$ cat src/rtl/lock_pkg.sv
package lock_pkg;

    localparam int KIND_W = 3;

    typedef enum logic [KIND_W-1:0] {
        CK_INTA  = 3'b000,
        CK_IORD  = 3'b001,
        CK_IOWR  = 3'b010,
        CK_HALT  = 3'b011,
        CK_CODE  = 3'b100,
        CK_MEMRD = 3'b101,
        CK_MEMWR = 3'b110,
        CK_NONE  = 3'b111
    } cyc_kind_e;

    typedef struct packed {
        cyc_kind_e kind;
        logic      locked;
        logic      penult;
        logic      final_c;
    } cyc_desc_t;

    typedef struct packed {
        logic take_lock;
        logic drop_early;
    } lock_req_t;

    function automatic logic is_inta(input cyc_desc_t d);
        return d.kind == CK_INTA;
    endfunction

    function automatic lock_req_t decode_req(input cyc_desc_t d);
        lock_req_t r;
        if (is_inta(d)) begin
            r.take_lock  = 1'b1;
            r.drop_early = 1'b1;
        end else begin
            r.take_lock  = d.locked & ~d.final_c;
            r.drop_early = d.locked & d.penult;
        end
        return r;
    endfunction

endpackage

$ cat src/rtl/lock_desc_dec.sv
module lock_desc_dec
    import lock_pkg::*;
(
    input  cyc_desc_t desc,
    output lock_req_t req
);
    always_comb begin
        req = decode_req(desc);
    end
endmodule

$ cat src/rtl/lock_phase_trk.sv
module lock_phase_trk (
    input  logic clk,
    input  logic rst,
    input  logic ph_ts,
    input  logic ph_tc,
    output logic first_tc
);
    logic armed_q;

    always_comb begin
        first_tc = ph_tc & armed_q & ~ph_ts;
    end

    always_ff @(posedge clk) begin
        if (rst) begin
            armed_q <= 1'b0;
        end else if (ph_ts) begin
            armed_q <= 1'b1;
        end else if (first_tc) begin
            armed_q <= 1'b0;
        end
    end
endmodule

$ cat src/rtl/lock_hold_reg.sv
module lock_hold_reg
    import lock_pkg::*;
(
    input  logic      clk,
    input  logic      rst,
    input  logic      ph_ts,
    input  logic      first_tc,
    input  lock_req_t req,
    output logic      lock_q
);
    logic drop_pend_q;

    always_ff @(posedge clk) begin
        if (rst) begin
            lock_q      <= 1'b0;
            drop_pend_q <= 1'b0;
        end else if (ph_ts) begin
            lock_q      <= req.take_lock;
            drop_pend_q <= req.drop_early;
        end else if (first_tc && drop_pend_q) begin
            lock_q      <= 1'b0;
            drop_pend_q <= 1'b0;
        end
    end
endmodule

$ cat src/rtl/bus_lock_gen.sv
module bus_lock_gen
    import lock_pkg::*;
(
    input  logic              clk,
    input  logic              rst,
    input  logic              ph_ts,
    input  logic              ph_tc,
    input  logic [KIND_W-1:0] cyc_kind,
    input  logic              cyc_locked,
    input  logic              cyc_penult,
    input  logic              cyc_final,
    output logic              bus_lock
);
    cyc_desc_t desc;
    lock_req_t req;
    logic      first_tc;
    logic      lock_q;

    always_comb begin
        desc.kind    = cyc_kind_e'(cyc_kind);
        desc.locked  = cyc_locked;
        desc.penult  = cyc_penult;
        desc.final_c = cyc_final;
    end

    lock_desc_dec u_dec (
        .desc (desc),
        .req  (req)
    );

    lock_phase_trk u_trk (
        .clk      (clk),
        .rst      (rst),
        .ph_ts    (ph_ts),
        .ph_tc    (ph_tc),
        .first_tc (first_tc)
    );

    lock_hold_reg u_hold (
        .clk      (clk),
        .rst      (rst),
        .ph_ts    (ph_ts),
        .first_tc (first_tc),
        .req      (req),
        .lock_q   (lock_q)
    );

    // In Ts the new decision shows at once; otherwise the held state.
    always_comb begin
        bus_lock = ph_ts ? req.take_lock : lock_q;
    end
endmodule

$ cat config.mk
export PLATFORM = sky130hd
export DESIGN_NAME = bus_lock_gen
export DESIGN_NICKNAME = d
export VERILOG_FILES = /design/src/rtl/lock_pkg.sv /design/src/rtl/lock_desc_dec.sv /design/src/rtl/lock_phase_trk.sv /design/src/rtl/lock_hold_reg.sv /design/src/rtl/bus_lock_gen.sv
export SDC_FILE = /design/constraint.sdc
export NUM_CORES = 1
export LEC_CHECK = 0
export ABC_CLOCK_PERIOD_IN_PS = 1100
export BUFFER_PORTS_ARGS = -buffer_cell sky130_fd_sc_hd__clkbuf_2
export CAP_MARGIN = 20
export CORE_AREA = 2 2 39 41
export CTS_BUF_LIST = sky130_fd_sc_hd__clkbuf_2
export DETAILED_ROUTE_END_ITERATION = 8
export DIE_AREA = 0 0 41 43
export GPL_TIMING_DRIVEN = 0
export PLACE_DENSITY = 0.3
export SYNTH_ARGS = -nofsm -noshare
export SYNTH_HDL_FRONTEND = slang
export SYNTH_HIERARCHICAL = 1
export SYNTH_SLANG_ARGS = --single-unit
$ cat constraint.sdc
create_clock -name clk -period 1.1 [get_ports clk]
set_input_delay 0.11 -clock clk [delete_from_list [all_inputs] [get_ports clk]]
set_output_delay 0.11 -clock clk [all_outputs]
set_load 0.01 [all_outputs]
# Word level (Yosys, flattened, before mapping)
# Index checks and enable logic that the tools add are counted.
# op_classes
addsub	0
shifts	0
n_mux	7
n_bitwise	6
n_reduce_logical	4
n_lt_le_gt_ge	0
n_div	0
n_mul	0
n_eq_ne	0
# ops
op	n
1-bit 2-to-1 mux	6
1-bit AND	4
2-bit nonzero test	2
3-bit zero test	1
2-bit 2-to-1 mux	1
1-bit NOT	2
1-bit logical AND	1
# word_totals
romBits	0
ff_bits	3
ramBits	0
mem_count	0
latchBits	0
in_bits	10
wordCells	20
output_inout_bits	1

# Depth between registers and ports, before layout
# Gate-level depths: netlist of the first run.
# logic_depth
ltp_word	5
depth_mapped	5

# By module
# The synthesis of the first run kept the hierarchy.
# modules_own_cells
mod	seq_area_each_um2	area_per_inst_um2	n_inst	cells_each
lock_hold_reg	40.0	81.3	1	9
lock_phase_trk	20.0	46.3	1	5
lock_desc_dec	0.0	31.3	1	4
bus_lock_gen	0.0	15.0	1	1

# Worst setup path before layout of the first run
# OpenSTA, ideal clock, no wires.
# synth_timing
kind	flip-flop to flip-flop
from	register u_trk.armed_q
to	register u_hold.drop_pend_q
path_stages_with_launch	5
path_slack_ns	0.303
n_path_buf	0
arrival_ns	0.733
cell_sequence	dfxtp_1 -> and3_2 -> nor3b_2 -> a21oi_1 -> nor2_1
# synth_between
elab_chain_cells	4
# synth_lines
item	line	text
start, declared	lock_phase_trk.sv:8	logic armed_q;
start signal, assigned	lock_phase_trk.sv:16	armed_q <= 1'b0;
start signal, assigned	lock_phase_trk.sv:18	armed_q <= 1'b1;
start signal, assigned	lock_phase_trk.sv:20	armed_q <= 1'b0;
1-bit AND (2 in a row)	lock_phase_trk.sv:11	first_tc = ph_tc & armed_q & ~ph_ts;
via first_tc	bus_lock_gen.sv:16	logic first_tc;
1-bit logical AND	lock_hold_reg.sv:20	end else if (first_tc && drop_pend_q) begin
2-bit nonzero test (no line)	--	
end signal, assigned	lock_hold_reg.sv:19	drop_pend_q <= req.drop_early;
end, declared	lock_hold_reg.sv:11	logic drop_pend_q;
# The timed path passes the listed nets, and every way through them passes these cells.
# A chain may end at the register's enable or synchronous reset.

# Final worst setup path of the first run
# layout_timing
from	register u_hold.lock_q
to	output bus_lock
# layout_between
elab_chain_cells	1
# layout_lines
item	line	text
start, declared	lock_hold_reg.sv:9	output logic lock_q
start signal, assigned	lock_hold_reg.sv:18	lock_q <= req.take_lock;
1-bit 2-to-1 mux	bus_lock_gen.sv:50	bus_lock = ph_ts ? req.take_lock : lock_q;
end, declared	bus_lock_gen.sv:12	output logic bus_lock
# No other way between the ends.

==> results of run 1 <==
-- cell type report --
cell class	instances	area [um^2]	area share [%]
clock buffers	4	20.0	7.58
repair buffers	10	50.0	19.0
flip-flops and latches	3	60.1	22.7
well taps	16	20.0	7.58
inverters	2	7.51	2.84
multi-input cells	14	106	40.3
-- state kept, by name, indices dropped and copies added (netlist names) --
register,cells
u_hold/lock_q,1
u_trk/armed_q,1
u_hold/drop_pend_q,1
-- routing by layer --
metal  wire (um)  up-vias  track usage (%)
met2         182        5             7.19
li1            -       97                -
met3          28        2             4.71
met1         186       75             7.10
met4          13        0             8.00
met5           0        -                0
-- metrics by stage --
step           cells  area (um^2)  hold WS [ns]  worst slack, ns  power [mW]
6_report          49          264        0.0986           0.0922       0.326
5_1_grt           49          264         0.103           0.0553       0.345
4_1_cts           49          264        0.0823           0.0738       0.337
3_5_place_dp      45          244         0.313            0.165       0.174
3_3_place_gp      45          244         0.314            0.175       0.173
2_1_floorplan     19          174         0.172            0.303       0.145
-- synthesized netlist by cell type --
library cell,instances
nand2_1,3
a21oi_2,1
nor2_1,1
nand2b_1,1
nand3b_1,1
inv_1,2
o31ai_1,1
mux2_4,1
dfxtp_1,3
nor3b_2,1
a21oi_1,2
and3_2,1
o32ai_2,1
-- kinds of logic after synthesis --
logic type | after synthesis | synth area share (%)
AOI/OAI and AO/OA | 5 | 24.5
and+or+nand+nor | 8 | 28.1
DFF | 3 | 34.5
muxes | 1 | 8.63
buffers and inverters | 2 | 4.32
-- path summary, 6_finish.rpt --
kind,start,endpoint,cells after the start
hold reg to reg,u_trk/armed_q$_SDFFE_PP0P_,u_trk/armed_q$_SDFFE_PP0P_,2
hold / removal,rst,u_trk/armed_q$_SDFFE_PP0P_,2
setup reg to reg,u_trk/armed_q$_SDFFE_PP0P_,u_hold/drop_pend_q$_SDFFE_PP0P_,4
setup / recovery,u_hold/lock_q$_SDFFE_PP0P_,bus_lock,2
-- power breakdown --
group | leakage, nW | total (mW) | internal (mW) | switching (mW)
registers | 0.0247 | 0.118 | 0.115 | 0.00272
clock network | 0.0166 | 0.154 | 0.0960 | 0.0583
logic | 0.0875 | 0.0539 | 0.0297 | 0.0242
total | 0.129 | 0.326 | 0.241 | 0.0852
-- worst reg2reg max path: stages (launching register included) --
cell     delay [ns]
dfxtp_1        0.30
and3_2         0.18
nor3b_2        0.17
a21oi_1        0.05
nor2_1         0.09
==> flow_summary.ini, run 1 <==
[status]
status = finished clean

[power]
power.density_nw_per_um2 = 1240
leakage_nw = 0.129
ir_worst_vdd_uv = 419

[floorplan]
die_w_um = 41
start_util_pct = 12.6
ios = 11
dieArea_um2 = 1760
die_y_um = 43
rows = 14
coreArea_um2 = 1380

[setup_path]
critical_path_class = register to primary output
cpPeakStageDelay_ns = 0.31
worstPathRequired_ns = 0.99
cp-end-kind = primary output
cp-start-kind = register
cp_max_fo = 2
path_buf_inv = 1
cp_top_family = flip-flops
cp_cell_sequence = mux2_4 -> clkbuf_2
cp.arrival_ns = 0.90
slowest_stage = dfxtp_1
regToRegSetupSlack_ns = 0.24

[cts]
cts_resized = 0
cts_buffers = 3
h-tree-depth = 1
clkTransAtPathRegs_ns = 0.05
cts_tree = yes
cts_hold_buf = 0
cts_root_buf = clkbuf_2
clock_path_buffers = 2
cts_setup_buffers = 0
cts_num_sinks = 3
insertion_delay_ns = 0.21

[sta]
fmax_ghz = 0.992
slew_viol_final = 0
clock_skew_ns = 0.00767
rsz0062_at_grt = no
worst_slew_pin_slew_ns = 0.256
period_share_pct = 91.6
setup_tns_ns = 0
setup_viol = 0
period_needed_ns = 1.01
slew_headroom_pct = 82.9
final_hold_viol_count = 0

[place]
hpwl_um = 333
io_buffer_count = 10
gp_congestion = 0.696

[yosys]
ys_ff_latch = 3
avgSynthCellArea_um2 = 9.15
ys_types = 13
synth.cell_area_um2 = 174
synthCells = 19
yosysTopAreaCell = dfxtp_1
ys_warn_count = 6
ys_seq_area_share_pct = 34.5
ys_top_cells_by_area = dfxtp_1 (35%), o32ai_2 (9.4%), mux2_4 (8.6%)
synth_top_area_share_pct = 34.5
syn_nets = 29

[cells_and_area]
layout_common_cells = clkbuf_2 (14), nand2_1 (3), dfxtp_1 (3), inv_1 (2), a21oi_1 (2)
num-fill-cells = 162
syn2layout_area_growth_pct = 51.8
mostFrequentLayoutCell = clkbuf_2
num_antenna_cells = 0
fin_nets = 44
drive_above_1_share_pct = 57.6
final_core_util_pct = 19.1

[detailed_routing]
initialDrtViolationCount = 1
drc_errors = 0
routed_wl_um = 412
wire_per_inst_um = 8.41
firstDrtPassIters = 2
num_vias = 179
detail-route-antenna-nets = 0
vias_per_cell = 3.65

[global_routing]
antenna_found_initial = 0
grt_pass1_wl_um = 683
grt_overflow = 0
grt_max_degree = 7
grt_usage_pct = 6.63
grt_pass1_vias = 171

[hold_path]
worstHoldPathType = input port to register

[job]
maxCapViolCount = 0
Note: power is estimated with default switching activity, not from simulation.
==> inputs of run 2 (changes only) <==
CTS_BUF_LIST = sky130_fd_sc_hd__clkbuf_16   (was sky130_fd_sc_hd__clkbuf_2)
==> flow_summary.ini, run 2 (same netlist as run 1, synthesis figures left out) <==
[power]
p_switching_uw = 122
swShare_pct = 16.6
power.internal_uw = 614
seq_power_share_pct = 16.1
power.density_nw_per_um2 = 2280
ir_worst_vdd_uv = 1100
p_clk_share_pct = 76.6
leakage_nw = 0.155
combPwrFrac_pct = 7.3

[floorplan]
start_util_pct = 12.6
coreArea_um2 = 1380
die_w_um = 41
die_y_um = 43
rows = 14
dieArea_um2 = 1760
ios = 11

[sta]
worst_slew_pin_slew_ns = 0.256
period_share_pct = 92.6
setup_viol = 0
clock_skew_ns = 0.000692
slew_viol_final = 0
final_hold_viol_count = 0
setup_tns_ns = 0
fmax_ghz = 0.982
slew_headroom_pct = 82.9
rsz0062_at_grt = no
period_needed_ns = 1.02

[detailed_routing]
initialDrtViolationCount = 1
num_vias = 174
detail-route-antenna-nets = 0
drc_errors = 0
wire_per_inst_um = 8.18
firstDrtPassIters = 2
vias_per_cell = 3.55
routed_wl_um = 401

[cells_and_area]
regArea_um2 = 60.1
drive_above_1_share_pct = 54.5
fin_nets = 44
top_regs = u_hold/drop_pend_q: 1 flops, u_hold/lock_q: 1 flops, u_trk/armed_q: 1 flops
num_antenna_cells = 0
mostFrequentLayoutCell = clkbuf_2
num-fill-cells = 155
syn2layout_area_growth_pct = 85.6
multiInputGateArea_um2 = 106
layout_common_cells = clkbuf_2 (10), clkbuf_16 (3), inv_1 (3), nand2_1 (3), dfxtp_1 (3)
final_core_util_pct = 23.3

[place]
gp_congestion = 0.696
hpwl_um = 333
io_buffer_count = 10

[cts]
cts_setup_buffers = 0
cts_buffers = 3
cts_tree = yes
insertion_delay_ns = 0.22
h-tree-depth = 1
cts_root_buf = clkbuf_16
clkTransAtPathRegs_ns = 0.03
cts_resized = 0
clock_path_buffers = 2
cts_num_sinks = 3
cts_hold_buf = 0

[global_routing]
grt_overflow = 0
grt_usage_pct = 6.43
grt_max_degree = 7
antenna_found_initial = 0
grt_pass1_wl_um = 690
grt_pass1_vias = 176

[hold_path]
worstHoldPathType = input port to register

[setup_path]
cp-end-kind = primary output
worstPathRequired_ns = 0.99
cp-start-kind = register
cp_max_fo = 2
critical_path_class = register to primary output
regToRegSetupSlack_ns = 0.26
cp.arrival_ns = 0.91

[status]
status = finished clean

[job]
maxCapViolCount = 0
==> run 2: changes by cell type in the layout (fill, tap and decap cells not counted), sizes merged <==
cell    delta
inv        +1
clkbuf     -1
==> run 2: cell type report <==
class                      instances  area share (%)
sequential                         3            18.6
timing repair buffer              10            15.5
tap                               16            6.20
clock inverter                     1            1.16
clock buffer                       3            23.3
inverter                           2            2.33
multi-input combinational         14            32.9
==> run 2: stage by stage <==
step	cells	hold slack, ns	area (um^2)	total power, mW	worst slack, ns
after floorplan	19	0.172	174	0.145	0.303
after global placement	45	0.314	244	0.173	0.175
after detailed placement	45	0.313	244	0.174	0.165
after CTS	49	0.0823	323	0.750	0.0763
after global routing	49	0.0965	323	0.762	0.0577
final	49	0.0843	323	0.736	0.0817
==> run 2: final timing paths <==
kind                                    from                               to  cells after the start
setup reg to reg  u_trk/armed_q$_SDFFE_PP0P_  u_hold/drop_pend_q$_SDFFE_PP0P_                      4
hold / removal                           rst       u_trk/armed_q$_SDFFE_PP0P_                      2
setup / recovery  u_hold/lock_q$_SDFFE_PP0P_                         bus_lock                      2
hold reg to reg   u_trk/armed_q$_SDFFE_PP0P_       u_trk/armed_q$_SDFFE_PP0P_                      2
==> run 2: worst max-delay path, stage by stage (launching register included) <==
cell	delay [ns]
dfxtp_1	0.30
mux2_4	0.26
clkbuf_2	0.12
==> run 2: per-layer routing <==
layer,global-route usage (%),vias to the layer above,share of wire [%]
li1,-,96,-
met1,7.42,73,49
met2,7.19,5,44
met3,6.28,0,6.7
met4,4.00,0,0
met5,0,-,0
==> run 2: power by group through the flow <==
stage / combinational [mW] / sequential, mW / clock [mW]
after floorplan: 0.0262 / 0.119 / 0
after global placement: 0.0534 / 0.120 / 0
after detailed placement: 0.0544 / 0.120 / 0
after CTS: 0.0549 / 0.118 / 0.576
after global routing: 0.0597 / 0.119 / 0.583
final: 0.0539 / 0.119 / 0.564
==> inputs of run 3 (changes only) <==
SYNTH_HIERARCHICAL = not set   (was 1)
==> flow_summary.ini, run 3 <==
[setup_path]
reg2reg_to = u_hold.drop_pend_q$_SDFFE_PP0P_
r2r_cells = 3
crit_path_end = bus_lock
cp-start-kind = register
crit_path_start = u_hold.lock_q$_SDFFE_PP0P_
cp_max_fo = 2
r2r-start = u_trk.armed_q$_SDFFE_PP0P_
worstPathRequired_ns = 0.99
cp-end-kind = primary output
critical_path_class = register to primary output
cp.arrival_ns = 0.89
regToRegSetupSlack_ns = 0.40

[global_routing]
grt_overflow = 0
grt_max_degree = 5
antenna_found_initial = 0
grt_usage_pct = 6.02
grt_pass1_wl_um = 558
grt_pass1_vias = 154

[sta]
setup_tns_ns = 0
period_needed_ns = 0.997
hold-worst-slack_ns = 0.0771
clock_skew_ns = 0.000381
setup_viol = 0
final_hold_viol_count = 0
setup_ws_ns = 0.103
period_share_pct = 90.6
rsz0062_at_grt = no
slew_viol_final = 0
slew_headroom_pct = 84.9
fmax_ghz = 1.00
worst_slew_pin_slew_ns = 0.225

[yosys]
ys_seq_area_share_pct = 42.5
ys_top_cells_by_area = dfxtp_1 (42%), a21oi_1 (11%), nand3_1 (7.1%)
ys_warn_count = 0
ys_ff_latch = 3
synth_top_area_share_pct = 42.5
ys_top_cells_by_count = a21oi_1 (3), dfxtp_1 (3), inv_1 (2), nand3_1 (2)
synth.cell_area_um2 = 141
ys_types = 12
syn_nets = 28
async_flop_share_pct = 0
ys.flop_type = dfxtp_1
avgSynthCellArea_um2 = 7.85
synthCells = 18
yosysTopAreaCell = dfxtp_1
synth_edf_count = 0

[cells_and_area]
top_regs = u_hold.drop_pend_q: 1 flops, u_hold.lock_q: 1 flops, u_trk.armed_q: 1 flops
syn2layout_area_growth_pct = 105
num_antenna_cells = 0
final_area_um2 = 290
drive_above_1_share_pct = 43.8
mostFrequentLayoutCell = clkbuf_2
fin_cells = 48
layout_common_cells = clkbuf_2 (10), inv_1 (3), a21oi_1 (3), clkbuf_16 (3), dfxtp_1 (3)
fin_nets = 43

[cts]
cts_resized = 0
h-tree-depth = 1
cts_root_buf = clkbuf_16
insertion_delay_ns = 0.22
cts_buffers = 3
cts_tree = yes
cts_num_sinks = 3
clkTransAtPathRegs_ns = 0.03
cts_hold_buf = 0
cts_setup_buffers = 0
clock_path_buffers = 2

[detailed_routing]
initialDrtViolationCount = 4
drc_errors = 0
vias_per_cell = 3.60
detail-route-antenna-nets = 0
wire_per_inst_um = 8.04
firstDrtPassIters = 4
routed_wl_um = 386
num_vias = 173

[place]
hpwl_um = 303
gp_congestion = 0.556
placedCellCount = 44
place_ws_ns = 0.243
io_buffer_count = 10
placed_area_um2 = 211

[power]
leakage_nw = 0.133
combPwrFrac_pct = 5.7
seq_power_share_pct = 16.5
power.internal_uw = 607
swShare_pct = 16.7
power.density_nw_per_um2 = 2510
p_clk_share_pct = 77.8
ir_worst_vdd_uv = 434
p_switching_uw = 122

[hold_path]
worstHoldPathType = input port to register

[floorplan]
ios = 11
dieArea_um2 = 1760
start_util_pct = 10.2
die_y_um = 43
coreArea_um2 = 1380
die_w_um = 41
rows = 14

[job]
maxCapViolCount = 0

[status]
status = finished clean
[run 3: worst min path at each step]
stage | start | to | slack, ns | cells past startpoint
3_3_place_gp | rst | u_trk.armed_q$_SDFFE_PP0P_ | 0.31 | 2
4_1_cts | rst | u_hold.lock_q$_SDFFE_PP0P_ | 0.07 | 2
2_1_floorplan | rst | u_hold.lock_q$_SDFFE_PP0P_ | 0.18 | 1
5_1_grt | rst | u_hold.lock_q$_SDFFE_PP0P_ | 0.09 | 2
3_5_place_dp | rst | u_trk.armed_q$_SDFFE_PP0P_ | 0.31 | 2
6_report | rst | u_hold.lock_q$_SDFFE_PP0P_ | 0.08 | 2
[run 3: kinds of logic (layout without fill, tap and decap cells)]
family	Yosys count	count (layout)	share of synthesized area, %
flip-flops	3	3	42.5
AO/OA/AOI/OAI	6	6	23.0
buffers and inverters	2	16	5.31
AND/OR/NAND/NOR	7	7	29.2
[run 3: cell type report]
class,count,area (um^2)
fillers,158,1090
clock buffers,3,75.1
multi-input cells,13,73.8
flip-flops and latches,3,60.1
repair buffers,10,50.0
well taps,16,20.0
inverters,2,7.51
clock inverters,1,3.75
[run 3: metal layers]
| metal | vias up | share of wire [%] | global-route usage, % |
|---|---|---|---|
| li1 | 90 | - | - |
| met1 | 66 | 46 | 7.40 |
| met2 | 13 | 30 | 4.06 |
| met3 | 4 | 16 | 4.71 |
| met4 | 0 | 8.0 | 10.0 |
| met5 | - | 0 | 0 |
[run 3: power by group through the flow]
stage               Sequential, mW  Combinational [mW]  Clock [mW]
CTS                          0.120              0.0422       0.580
detailed placement           0.122              0.0420           0
floorplan                    0.121              0.0174           0
global placement             0.122              0.0420           0
finish                       0.120              0.0418       0.567
global route                 0.121              0.0479       0.594
[run 3: metrics by stage]
step	power [mW]	util [%]
floorplan	0.138	-
global placement	0.164	15.3
detailed placement	0.164	15.3
CTS	0.742	21.0
global route	0.763	21.0
finish	0.729	21.0
[run 3: critical path, cell delays in order (launching register included)]
cell and delay, ns:
dfxtp_1 0.32, inv_1 0.04, o21ai_0 0.14, clkbuf_2 0.16
